`src/rtl/spi_nor_pkg.sv`:
```
package spi_nor_pkg;
   localparam int MAX_BYTES = 4;
   localparam int BITS_W    = $clog2(8 * 2 * MAX_BYTES + 1);

   localparam logic [7:0] OFS_CTRL1  = 8'h00;
   localparam logic [7:0] OFS_CTRL2  = 8'h04;
   localparam logic [7:0] OFS_STATUS = 8'h08;
   localparam logic [7:0] OFS_TXD    = 8'h0C;
   localparam logic [7:0] OFS_RXD    = 8'h10;

   localparam int BIT_SWMODE = 28;
   localparam int BIT_WBMODE = 29;
   localparam int BIT_GO     = 7;
   localparam int BIT_STSRD  = 10;
   localparam int BIT_WREN   = 11;
   localparam int BIT_DONE   = 8;
   localparam int TXN_LSB    = 0;
   localparam int RXN_LSB    = 4;
   localparam int SEL_LSB    = 12;

   localparam logic [7:0] OPC_STSRD = 8'h05;
   localparam logic [7:0] OPC_WREN  = 8'h06;

   typedef enum logic [1:0] {K_USER, K_STSRD, K_WREN} seq_kind_t;
   typedef enum logic [2:0] {E_IDLE, E_LEAD, E_LOW, E_HIGH, E_TRAIL, E_GAP} eng_st_t;

   function automatic logic [2:0] fit_tx(input logic [2:0] v);
      if (v == 3'd0) return 3'd1;
      if (v > 3'd4) return 3'd4;
      return v;
   endfunction

   function automatic logic [2:0] fit_rx(input logic [2:0] v);
      if (v > 3'd4) return 3'd4;
      return v;
   endfunction
endpackage

```
`src/rtl/spi_nor_tick.sv`:
```
module spi_nor_tick #(
   parameter int HALF_DIV = 2
) (
   input  logic clk,
   input  logic rst_n,
   input  logic clr,
   output logic tick
);
   localparam int CNT_W = (HALF_DIV > 1) ? $clog2(HALF_DIV) : 1;

   if (HALF_DIV == 1) begin : g_fast
      assign tick = 1'b1;
      wire unused_tick_in = &{clr, clk, rst_n};
   end else begin : g_div
      logic [CNT_W-1:0] cnt;
      assign tick = (cnt == CNT_W'(HALF_DIV - 1));
      always_ff @(posedge clk or negedge rst_n) begin
         if (!rst_n)           cnt <= '0;
         else if (clr || tick) cnt <= '0;
         else                  cnt <= cnt + 1'b1;
      end
   end
endmodule

```
`src/rtl/spi_nor_engine.sv`:
```
module spi_nor_engine import spi_nor_pkg::*; #(
   parameter int HALF_DIV = 2,
   parameter int NUM_CS   = 4
) (
   input  logic              clk,
   input  logic              rst_n,
   input  logic              go,
   input  logic [31:0]       tx_word,
   input  logic [2:0]        tx_n,
   input  logic [2:0]        rx_n,
   input  logic [1:0]        sel,
   input  logic              spi_miso,
   output logic              spi_sck,
   output logic              spi_mosi,
   output logic [NUM_CS-1:0] spi_cs_n,
   output logic              busy,
   output logic              done,
   output logic [31:0]       rx_word
);
   eng_st_t           st;
   logic              tick;
   logic [31:0]       sh;
   logic [31:0]       rx_sh;
   logic [31:0]       sh_load;
   logic [BITS_W-1:0] left;
   logic [2:0]        rxn_q;
   logic              gap2;
   logic [NUM_CS-1:0] sel_n;

   spi_nor_tick #(.HALF_DIV(HALF_DIV)) i_tick (
      .clk(clk), .rst_n(rst_n), .clr(st == E_IDLE), .tick(tick)
   );

   for (genvar g = 0; g < NUM_CS; g++) begin : g_sel
      assign sel_n[g] = (sel != 2'(g));
   end

   always_comb begin
      for (int i = 0; i < MAX_BYTES; i++)
         sh_load[31-8*i -: 8] = (i < int'(tx_n)) ? tx_word[8*i +: 8] : 8'hFF;
   end

   always_comb begin
      rx_word = '0;
      for (int i = 0; i < MAX_BYTES; i++)
         if (i < int'(rxn_q)) rx_word[8*i +: 8] = rx_sh[8*(int'(rxn_q)-1-i) +: 8];
   end

   assign busy = (st != E_IDLE);

   always_ff @(posedge clk or negedge rst_n) begin
      if (!rst_n) begin
         st       <= E_IDLE;
         spi_sck  <= 1'b1;
         spi_mosi <= 1'b1;
         spi_cs_n <= '1;
         sh       <= '1;
         rx_sh    <= '0;
         left     <= '0;
         rxn_q    <= '0;
         gap2     <= 1'b0;
         done     <= 1'b0;
      end else begin
         done <= 1'b0;
         case (st)
            E_IDLE: if (go) begin
               st       <= E_LEAD;
               spi_cs_n <= sel_n;
               sh       <= sh_load;
               left     <= BITS_W'({tx_n, 3'b000}) + BITS_W'({rx_n, 3'b000});
               rxn_q    <= rx_n;
            end
            E_LEAD: if (tick) begin
               st       <= E_LOW;
               spi_sck  <= 1'b0;
               spi_mosi <= sh[31];
               sh       <= {sh[30:0], 1'b1};
            end
            E_LOW: if (tick) begin
               st      <= E_HIGH;
               spi_sck <= 1'b1;
               rx_sh   <= {rx_sh[30:0], spi_miso};
            end
            E_HIGH: if (tick) begin
               left <= left - 1'b1;
               if (left == BITS_W'(1)) begin
                  st <= E_TRAIL;
               end else begin
                  st       <= E_LOW;
                  spi_sck  <= 1'b0;
                  spi_mosi <= sh[31];
                  sh       <= {sh[30:0], 1'b1};
               end
            end
            E_TRAIL: if (tick) begin
               st       <= E_GAP;
               spi_cs_n <= '1;
               spi_mosi <= 1'b1;
               gap2     <= 1'b0;
            end
            E_GAP: if (tick) begin
               if (gap2) begin
                  st   <= E_IDLE;
                  done <= 1'b1;
               end else begin
                  gap2 <= 1'b1;
               end
            end
            default: st <= E_IDLE;
         endcase
      end
   end
endmodule

```
`src/rtl/spi_nor_regs.sv`:
```
module spi_nor_regs import spi_nor_pkg::*; #(
   parameter int ADDR_W = 5
) (
   input  logic              clk,
   input  logic              rst_n,
   input  logic              bus_we,
   input  logic [ADDR_W-1:0] bus_addr,
   input  logic [31:0]       bus_wdata,
   output logic [31:0]       bus_rdata,
   input  logic              eng_busy,
   input  logic              eng_done,
   input  logic [31:0]       eng_rx,
   output logic              start_q,
   output logic [31:0]       l_tx_word,
   output logic [2:0]        l_tx_n,
   output logic [2:0]        l_rx_n,
   output logic [1:0]        l_sel,
   output logic              done_flag
);
   logic [1:0]  mode_q;
   logic [2:0]  txf_q, rxf_q;
   logic [1:0]  sel_q;
   logic [31:0] txd_q, rxd_q;
   logic [7:0]  fsts_q;
   seq_kind_t   kind_q;

   wire at_c1  = (bus_addr == ADDR_W'(OFS_CTRL1));
   wire at_c2  = (bus_addr == ADDR_W'(OFS_CTRL2));
   wire at_st  = (bus_addr == ADDR_W'(OFS_STATUS));
   wire at_tx  = (bus_addr == ADDR_W'(OFS_TXD));
   wire at_rx  = (bus_addr == ADDR_W'(OFS_RXD));
   wire busy   = start_q | eng_busy | eng_done;
   wire trig   = bus_wdata[BIT_GO] | bus_wdata[BIT_STSRD] | bus_wdata[BIT_WREN];

   always_ff @(posedge clk or negedge rst_n) begin
      if (!rst_n) begin
         mode_q    <= '0;
         txf_q     <= '0;
         rxf_q     <= '0;
         sel_q     <= '0;
         txd_q     <= '0;
         rxd_q     <= '0;
         fsts_q    <= '0;
         kind_q    <= K_USER;
         start_q   <= 1'b0;
         done_flag <= 1'b0;
      end else begin
         start_q <= 1'b0;
         if (bus_we && at_c1) mode_q <= {bus_wdata[BIT_WBMODE], bus_wdata[BIT_SWMODE]};
         if (bus_we && at_tx) txd_q <= bus_wdata;
         if (bus_we && at_c2 && !busy) begin
            txf_q <= bus_wdata[TXN_LSB +: 3];
            rxf_q <= bus_wdata[RXN_LSB +: 3];
            sel_q <= bus_wdata[SEL_LSB +: 2];
            if (trig) begin
               start_q <= 1'b1;
               if (bus_wdata[BIT_STSRD])     kind_q <= K_STSRD;
               else if (bus_wdata[BIT_WREN]) kind_q <= K_WREN;
               else                          kind_q <= K_USER;
            end
         end
         if (eng_done) begin
            done_flag <= 1'b1;
            if (kind_q == K_STSRD) fsts_q <= eng_rx[7:0];
            if (kind_q == K_USER)  rxd_q  <= eng_rx;
         end else if (bus_we && at_st && !bus_wdata[BIT_DONE]) begin
            done_flag <= 1'b0;
         end
      end
   end

   always_comb begin
      l_sel = sel_q;
      case (kind_q)
         K_STSRD: begin l_tx_word = {24'h0, OPC_STSRD}; l_tx_n = 3'd1; l_rx_n = 3'd1; end
         K_WREN:  begin l_tx_word = {24'h0, OPC_WREN};  l_tx_n = 3'd1; l_rx_n = 3'd0; end
         default: begin l_tx_word = txd_q; l_tx_n = fit_tx(txf_q); l_rx_n = fit_rx(rxf_q); end
      endcase
   end

   always_comb begin
      bus_rdata = '0;
      if (at_c1) begin
         bus_rdata[BIT_SWMODE] = mode_q[0];
         bus_rdata[BIT_WBMODE] = mode_q[1];
      end else if (at_c2) begin
         bus_rdata[TXN_LSB +: 3] = txf_q;
         bus_rdata[RXN_LSB +: 3] = rxf_q;
         bus_rdata[SEL_LSB +: 2] = sel_q;
      end else if (at_st) begin
         bus_rdata[7:0]      = fsts_q;
         bus_rdata[BIT_DONE] = done_flag;
      end else if (at_tx) begin
         bus_rdata = txd_q;
      end else if (at_rx) begin
         bus_rdata = rxd_q;
      end
   end
endmodule

```
`src/rtl/spi_nor_cmdctl.sv`:
```
module spi_nor_cmdctl import spi_nor_pkg::*; #(
   parameter int HALF_DIV = 2,
   parameter int NUM_CS   = 4,
   parameter int ADDR_W   = 5
) (
   input  logic              clk,
   input  logic              rst_n,
   input  logic              bus_we,
   input  logic [ADDR_W-1:0] bus_addr,
   input  logic [31:0]       bus_wdata,
   output logic [31:0]       bus_rdata,
   output logic              spi_sck,
   output logic              spi_mosi,
   output logic [NUM_CS-1:0] spi_cs_n,
   input  logic              spi_miso
);
   if (HALF_DIV < 1) begin : g_bad_div
      $error("HALF_DIV must be at least 1");
   end
   if (NUM_CS < 1 || NUM_CS > 4) begin : g_bad_cs
      $error("NUM_CS must lie in 1..4");
   end
   if (ADDR_W < 5) begin : g_bad_addr
      $error("ADDR_W must reach offset 0x10");
   end

   logic        start_q, eng_busy, eng_done, done_flag;
   logic [31:0] l_tx_word, eng_rx;
   logic [2:0]  l_tx_n, l_rx_n;
   logic [1:0]  l_sel;

   spi_nor_regs #(.ADDR_W(ADDR_W)) i_regs (
      .clk(clk), .rst_n(rst_n),
      .bus_we(bus_we), .bus_addr(bus_addr), .bus_wdata(bus_wdata), .bus_rdata(bus_rdata),
      .eng_busy(eng_busy), .eng_done(eng_done), .eng_rx(eng_rx),
      .start_q(start_q), .l_tx_word(l_tx_word), .l_tx_n(l_tx_n), .l_rx_n(l_rx_n),
      .l_sel(l_sel), .done_flag(done_flag)
   );

   spi_nor_engine #(.HALF_DIV(HALF_DIV), .NUM_CS(NUM_CS)) i_engine (
      .clk(clk), .rst_n(rst_n), .go(start_q),
      .tx_word(l_tx_word), .tx_n(l_tx_n), .rx_n(l_rx_n), .sel(l_sel),
      .spi_miso(spi_miso), .spi_sck(spi_sck), .spi_mosi(spi_mosi), .spi_cs_n(spi_cs_n),
      .busy(eng_busy), .done(eng_done), .rx_word(eng_rx)
   );
endmodule

```
`config.mk`:
```
export PLATFORM = sky130hd
export DESIGN_NAME = spi_nor_cmdctl
export DESIGN_NICKNAME = d
export VERILOG_FILES = /design/src/rtl/spi_nor_pkg.sv /design/src/rtl/spi_nor_tick.sv /design/src/rtl/spi_nor_engine.sv /design/src/rtl/spi_nor_regs.sv /design/src/rtl/spi_nor_cmdctl.sv
export SDC_FILE = /design/constraint.sdc
export NUM_CORES = 1
export LEC_CHECK = 0
export BUFFER_PORTS_ARGS = -buffer_cell sky130_fd_sc_hd__clkbuf_2
export CAP_MARGIN = 20
export CORE_ASPECT_RATIO = 0.5
export CORE_MARGIN = 4
export CORE_UTILIZATION = 64
export CTS_CLUSTER_SIZE = 25
export DETAILED_ROUTE_END_ITERATION = 8
export PLACE_DENSITY = 0.95
export SLEW_MARGIN = 20
export SYNTH_ARGS = -nofsm -noshare
export SYNTH_HDL_FRONTEND = slang
export SYNTH_SLANG_ARGS = --single-unit
```
`constraint.sdc`:
```
create_clock -name clk -period 4.3 [get_ports clk]
set_input_delay 0.86 -clock clk [delete_from_list [all_inputs] [get_ports clk]]
set_output_delay 0.86 -clock clk [all_outputs]
set_load 0.05 [all_outputs]
```
==> impl_metrics.tcl, run 1 <==
set metrics [dict create \
    status "complete, no violations" \
    crit_top_cell "clkbuf_2" \
    crit_fanout 32 \
    critPathBufInv 3 \
    finalHoldViolations 0 \
    drive_gt1_share_pct 30.4 \
    use_met2_pct 50.4 \
    path_cells "clkbuf_2, or3_1, nor3b_4, buf_4, a22oi_1, o21ai_0, clkbuf_2" \
    syn2layout_area_growth_pct 11.6 \
    dr.pass1.iters 6 \
    avgSynthCellArea_um2 10.9 \
    hold_buffers 0 \
    grt_pass1_vias 7128 \
    comb_power_share_pct 28.7 \
    syn-cell-area_um2 9020 \
    insertion_delay_ps 440 \
    power_frac_clock_pct 27.6 \
    viasPerCell 6.67 \
    ys.flop_type "dfrtp_1" \
    post-cts-setup-buffer-count 0 \
    cts_root_buffer "clkbuf_16" \
    placement.cell_area_um2 9490 \
    end_kind "output pin" \
    synth_cell_type_count 64 \
    final_cell_count_no_fill 1091 \
    hold-worst-slack_ps 458 \
    htree_levels 4 \
    ant_nets 0 \
    cp.required_ps 3440 \
    place.gp.congestion 0.917 \
    dieHeight_um 92.0 \
    cts.sinks 172 \
    fmax_mhz 269 \
    grt_pass1_wl_um 39100 \
    reg2reg_from "i_engine.rxn_q[1]" \
    cts_tree "built" \
    initial_utilization_pct 66.0 \
    r2r_setup_slack_ps 1470 \
    drc_errors 0 \
    criticalPathCategory "in -> out" \
    grt_overflow 0 \
    p_sw_mw 2.01 \
    clk_pin_slew_ps 70 \
    dp_slack_ps 685 \
    synth_nets 886 \
    hold_path_class "reg -> reg" \
    ys_seq_elements 172 \
    reg2regPathDepth 6 \
    worstHoldStart "i_regs.l_sel[0]" \
    drv_slew 0 \
    async_flop_share_pct 100 \
    critical_path_cell_count 7 \
    rows 30 \
    whs_path_depth 1 \
    diodes 0 \
    min_period_ps 3720 \
    die_area_um2 16200 \
    relSlewSlack_pct 40.5 \
    skew_ps 16.5 \
    ys_seq_area_share_pct 48.2 \
    cp_slowest_stage_delay_ps 470 \
    clockBufferDepth 2 \
    dp_hpwl_um 16700 \
    cts_inserted_buffers 17 \
    tightest_slew_ps 887 \
    grt_setup_unrepaired "false" \
    vdd.ir_drop.worst_uv 303 \
    io_buffers 78 \
    grt_max_degree 95 \
    fin_ws_ps 585 \
    path_delay_family "buffers and inverters" \
    startpoint "bus_addr[3]" \
    fin_tns_setup_ps 0 \
    vias 7280 \
    core_area_um2 13700 \
    r2r-end "i_regs.rxd_q[17]" \
    arrival_ps 2860 \
    start_kind "input port" \
    placed_cells 1059 \
    top_usage_layer "met2" \
    maxCapViolCount 0 \
    p_int_mw 3.58 \
    synth-edff-count 0 \
    use_met3_pct 6.05 \
    stdcell_area_um2 10100 \
    die_w_um 176 \
    synth_warnings 0 \
    swShare_pct 35.9 \
    holdPathEnd "i_engine.spi_cs_n[1]" \
    cts_resized 0 \
    power_density_nw_per_um2 555 \
    dr.first_iter.drc_count 944 \
    antenna_found_initial 0 \
    nNetsFinal 942 \
    p_leak_nw 4.47 \
    syn_inst 830 \
    setup_violations 0 \
    slowest_stage "or3_1" \
    layout_common_cells "dfrtp_1, nand2_1, clkbuf_2, o21ai_0, mux2_2" \
    use_met1_pct 42.5 \
    drt_wl_total_um 24600 \
    num_io_pins 79 \
    seqPwrFrac_pct 43.7 \
    timing.final.crit_share_pct 86.4 \
    wl_per_cell_um 22.6 \
    track_usage_pct 30.9 \
    final_common_cell "dfrtp_1" \
]
==> metal layers <==
layer  part of all wire (%)  up-vias
li1                       -     3156
met1                     41     3620
met2                     48      425
met3                    8.2       79
met4                    2.8        0
met5                      0        -
==> synth_stat cells (all sizes together), types with 3 or more instances <==
library cell  number  area, µm²
clkbuf            21       78.8
o22ai             25        156
nand3              8       40.0
a21o               3       22.5
dfrtp            134       3350
dfstp             38        998
nand2b            15       93.8
and3               7       43.8
a22o              18        158
mux4               8        180
o21ai             68        340
a22oi             32        240
o22a               4       35.0
or3                3       18.8
or2                3       18.8
a32o               8       80.1
a21oi             19       95.1
and2               3       18.8
nand2            106        398
a31oi              4       25.0
mux2              91       1140
mux2i             18        180
nor3               9       60.1
a211oi            13       97.6
nor2b              5       31.3
ha                14        175
o31ai              7       52.6
nor2              41        154
a221oi             9       78.8
a21boi             3       22.5
inv               24       90.1
o31a               3       26.3
buf               36        224
==> logic make-up after synthesis <==
family | count (synthesis) | share of synthesized area [%]
buffers and inverters | 82 | 4.40
AOI/OAI and AO/OA | 226 | 17.0
xor gates and xnor gates | 4 | 0.388
adders and majority gates | 15 | 2.16
and+or+nand+nor | 214 | 11.2
muxes | 117 | 16.6
DFF | 172 | 48.2
==> worst register-to-register path, delay by kind of cell, from the launching register on <==
| kind | cells | cell delay (ps) |
|---|---|---|
| AO/OA/AOI/OAI | 1 | 230 |
| adder cells (fa/ha/maj) | 2 | 760 |
| buffers and inverters | 2 | 510 |
| flip-flops | 1 | 460 |
| AND/OR/NAND/NOR | 1 | 790 |
==> how the worst max path moves through the flow <==
| stage | endpoint | slack [ps] |
|---|---|---|
| 5_1_grt | bus_rdata[28] | 500 |
| 3_3_place_gp | bus_rdata[28] | 760 |
| 3_5_place_dp | bus_rdata[28] | 690 |
| 6_report | bus_rdata[28] | 580 |
| 4_1_cts | bus_rdata[28] | 680 |
| 2_1_floorplan | bus_rdata[28] | 570 |
==> flip-flops by register name, indices dropped and copies added (netlist names), 3 cells and up <==
| signal | flops |
|---|---|
| i_regs.txf_q | 3 |
| i_engine.st | 3 |
| i_regs.rxf_q | 3 |
| i_engine.rx_sh | 32 |
| i_regs.txd_q | 32 |
| i_engine.left | 7 |
| i_engine.sh | 32 |
| i_engine.rxn_q | 3 |
| i_regs.rxd_q | 32 |
| i_regs.fsts_q | 8 |
| i_engine.spi_cs_n | 4 |
==> power by group through the flow <==
stage,Combinational (mW),Clock (mW),Sequential [mW]
4_1_cts,1.58,1.54,2.42
3_5_place_dp,1.54,0,2.43
3_3_place_gp,1.44,0,2.40
5_1_grt,1.74,1.62,2.47
2_1_floorplan,1.19,0,2.33
6_report,1.60,1.54,2.44
==> final cells by class <==
class	count	area [µm²]
Tap cell	192	240
Sequential cell	172	4350
Clock inverter	10	105
Clock buffer	22	475
Timing Repair Buffer	94	517
Multi-Input combinational cell	576	4290
Fill cell	888	3590
Inverter	25	93.8
==> metrics by stage <==
stage | total power [mW] | util (%)
finish | 5.59 | 73.7
global placement | 3.84 | 69.5
detailed placement | 3.97 | 69.5
floorplan | 3.52 | -
CTS | 5.54 | 73.7
global route | 5.83 | 73.7
Power figures use the tool's default switching activity.
==> inputs of run 2 (changes only) <==
- SYNTH_HIERARCHICAL: default -> 1
==> run 2 against run 1 <==
  * Global-route usage is 1.7 points higher
  * Clock-buffer cell count shrank 3
  * Clock skew down 4.7 ps
  * Flip-flop and latch count unchanged
  * Maximum frequency fell by 5.0%
  * Wire length rose by 7.3%
  * Total power shrank 0.26%
  * Critical path depth down 2
  * Non-clock buffer count is 3 lower
  * Sequential power is 3% lower
  * Cell count down 1.4%
  * Combinational power barely moved
  * Largest cell class is now multi-input combinational cells
  * Highest routed layer unchanged
==> impl_metrics.tcl, run 2 <==
set metrics [dict create \
    die_area_um2 16800 \
    tightest_slew_ps 1070 \
    avgSynthCellArea_um2 11.4 \
    vias 7505 \
    rows 30 \
    r2r_setup_slack_ps 990 \
    p_leak_nw 4.84 \
    track_usage_pct 32.6 \
    syn2layout_area_growth_pct 10.9 \
    io_buffers 78 \
    yosysMostFrequentCell "dfrtp_1" \
    diodes 0 \
    synthTopCellsByCount "dfrtp_1, mux2_1, nor2b_1" \
    clk_pin_slew_ps 70 \
    insertion_delay_ps 430 \
    skew_ps 11.8 \
    cp.required_ps 3440 \
    synth_warnings 8 \
    drt_wl_total_um 26400 \
    dp_hpwl_um 16700 \
    cts_tree "built" \
    path_cells "clkbuf_2, nor4_4, and2_1, a221o_1, clkbuf_2" \
    drive_gt1_share_pct 27.9 \
    die_w_um 179 \
    grt_pass1_vias 7429 \
    synth_top_cell_area_share_pct 35.7 \
    criticalPathCategory "in -> out" \
    maxCapViolCount 0 \
    antenna_found_initial 0 \
    ys_seq_area_share_pct 46.3 \
    drc_errors 0 \
    critPathBufInv 2 \
    final_common_cell "dfrtp_1" \
    grt_pass1_wl_um 42000 \
    r2r-end "i_regs/rxd_q[28]" \
    stdcell_area_um2 10400 \
    power_density_nw_per_um2 535 \
    synth-edff-count 0 \
    finalHoldViolations 0 \
    status "complete, no violations" \
    multi_input_area_um2 4550 \
    holdPathEnd "i_engine/sh[8]" \
    cts_inserted_buffers 17 \
    synth.largest_area_cell "dfrtp_1" \
    setup_violations 0 \
    syn-cell-area_um2 9400 \
    vdd.ir_drop.worst_uv 307 \
    drv_slew 0 \
    path_delay_family "simple AND/OR/NAND/NOR gates" \
    async_flop_share_pct 100 \
    crit_top_cell "clkbuf_2" \
    dieHeight_um 93.7 \
    fin_tns_setup_ps 0 \
    num_io_pins 79 \
    placement.cell_area_um2 9810 \
    min_period_ps 3910 \
    cts_resized 0 \
    cp_slowest_stage_delay_ps 750 \
    synth_nets 875 \
    ys_seq_elements 172 \
    synth_area_leaders "dfrtp_1, dfstp_2, mux2_1" \
    arrival_ps 3050 \
    seq_area_um2 4350 \
    initial_utilization_pct 67.3 \
    dr.first_iter.drc_count 1274 \
    dp_slack_ps 532 \
    viasPerCell 6.97 \
    final_core_util_pct 74.6 \
    reg2reg_from "i_engine/rxn_q[1]" \
    end_kind "output pin" \
    fmax_mhz 256 \
    ys.flop_type "dfrtp_1" \
    worstHoldStart "i_engine/sh[8]" \
    clockBufferDepth 2 \
    post-cts-setup-buffer-count 0 \
    synth_cell_type_count 65 \
    slowest_stage "and2_1" \
    wl_per_cell_um 24.6 \
    start_kind "input port" \
    ant_nets 0 \
    layout_common_cells "dfrtp_1, clkbuf_2, mux2_1, nor2b_1, inv_1" \
    grt_setup_unrepaired "false" \
    core_area_um2 14000 \
    grt_max_degree 107 \
    fillers 818 \
    grt_overflow 0 \
    nNetsFinal 925 \
    cts.sinks 172 \
    timing.final.crit_share_pct 90.9 \
    reg2regPathDepth 8 \
    syn_inst 821 \
    critical_path_cell_count 5 \
    cts_root_buffer "clkbuf_16" \
    crit_fanout 23 \
    relSlewSlack_pct 28.0 \
    htree_levels 4 \
    hold_buffers 0 \
    hold_path_class "reg -> reg" \
    fin_ws_ps 390 \
    place.gp.congestion 0.956 \
    whs_path_depth 2 \
    dr.pass1.iters 6 \
]
## run 2: final cells by class
class	instances	share of cell area, %
flip-flops and latches	172	41.8
multi-input cells	542	43.6
inverters	47	1.69
well taps	192	2.31
repair buffers	91	4.74
clock inverters	13	1.59
clock buffers	19	4.25
## run 2: layer usage
layer  vias to the layer above  share of wire [%]  GRT usage (%)
li1                       3098                  -              -
met1                      3659                 38           42.6
met2                       576                 47           51.1
met3                       172                 10           7.88
met4                         0                5.8           17.2
met5                         -                  0              0
## run 2: cell families (layout without fill, tap and decap cells)
logic type               count (synthesis)  after routing  share of synthesized area [%]
adder cells (fa/ha/maj)                 13             13                           1.81
AND/OR/NAND/NOR                        187            187                           11.3
flip-flops                             172            172                           46.3
multiplexers                           160            160                           21.2
buffers and inverters                  107            170                           5.47
AO/OA/AOI/OAI                          181            181                           13.8
XOR/XNOR                                 1              1                         0.0932
## run 2: tightest hold or removal path: cells and delay by family, from the launching register on
family | cells | cell delay, ps
flops | 1 | 370
buf+inv | 1 | 40
mux | 1 | 50
## run 2: where the power goes
group	switching, mW	leakage [nW]	total (mW)	internal [mW]
Clock	0.667	0.283	1.60	0.933
Sequential	0.363	2.18	2.37	2.00
Combinational	0.897	2.37	1.60	0.707
Total	1.93	4.84	5.57	3.65
## run 2: per-stage QoR
step | cells | power [mW] | hold slack [ps]
after floorplan | 821 | 3.48 | 399
after global placement | 1044 | 3.75 | 451
after detailed placement | 1044 | 3.87 | 460
after CTS | 1076 | 5.52 | 473
after global routing | 1076 | 5.81 | 488
final | 1076 | 5.57 | 470
## run 2: worst max-delay path by stage
stage	start	end
2_1_floorplan	bus_addr[1]	bus_rdata[6]
3_3_place_gp	bus_addr[3]	bus_rdata[28]
3_5_place_dp	bus_addr[3]	bus_rdata[28]
4_1_cts	bus_addr[3]	bus_rdata[28]
5_1_grt	bus_addr[3]	bus_rdata[28]
6_report	bus_addr[3]	bus_rdata[28]
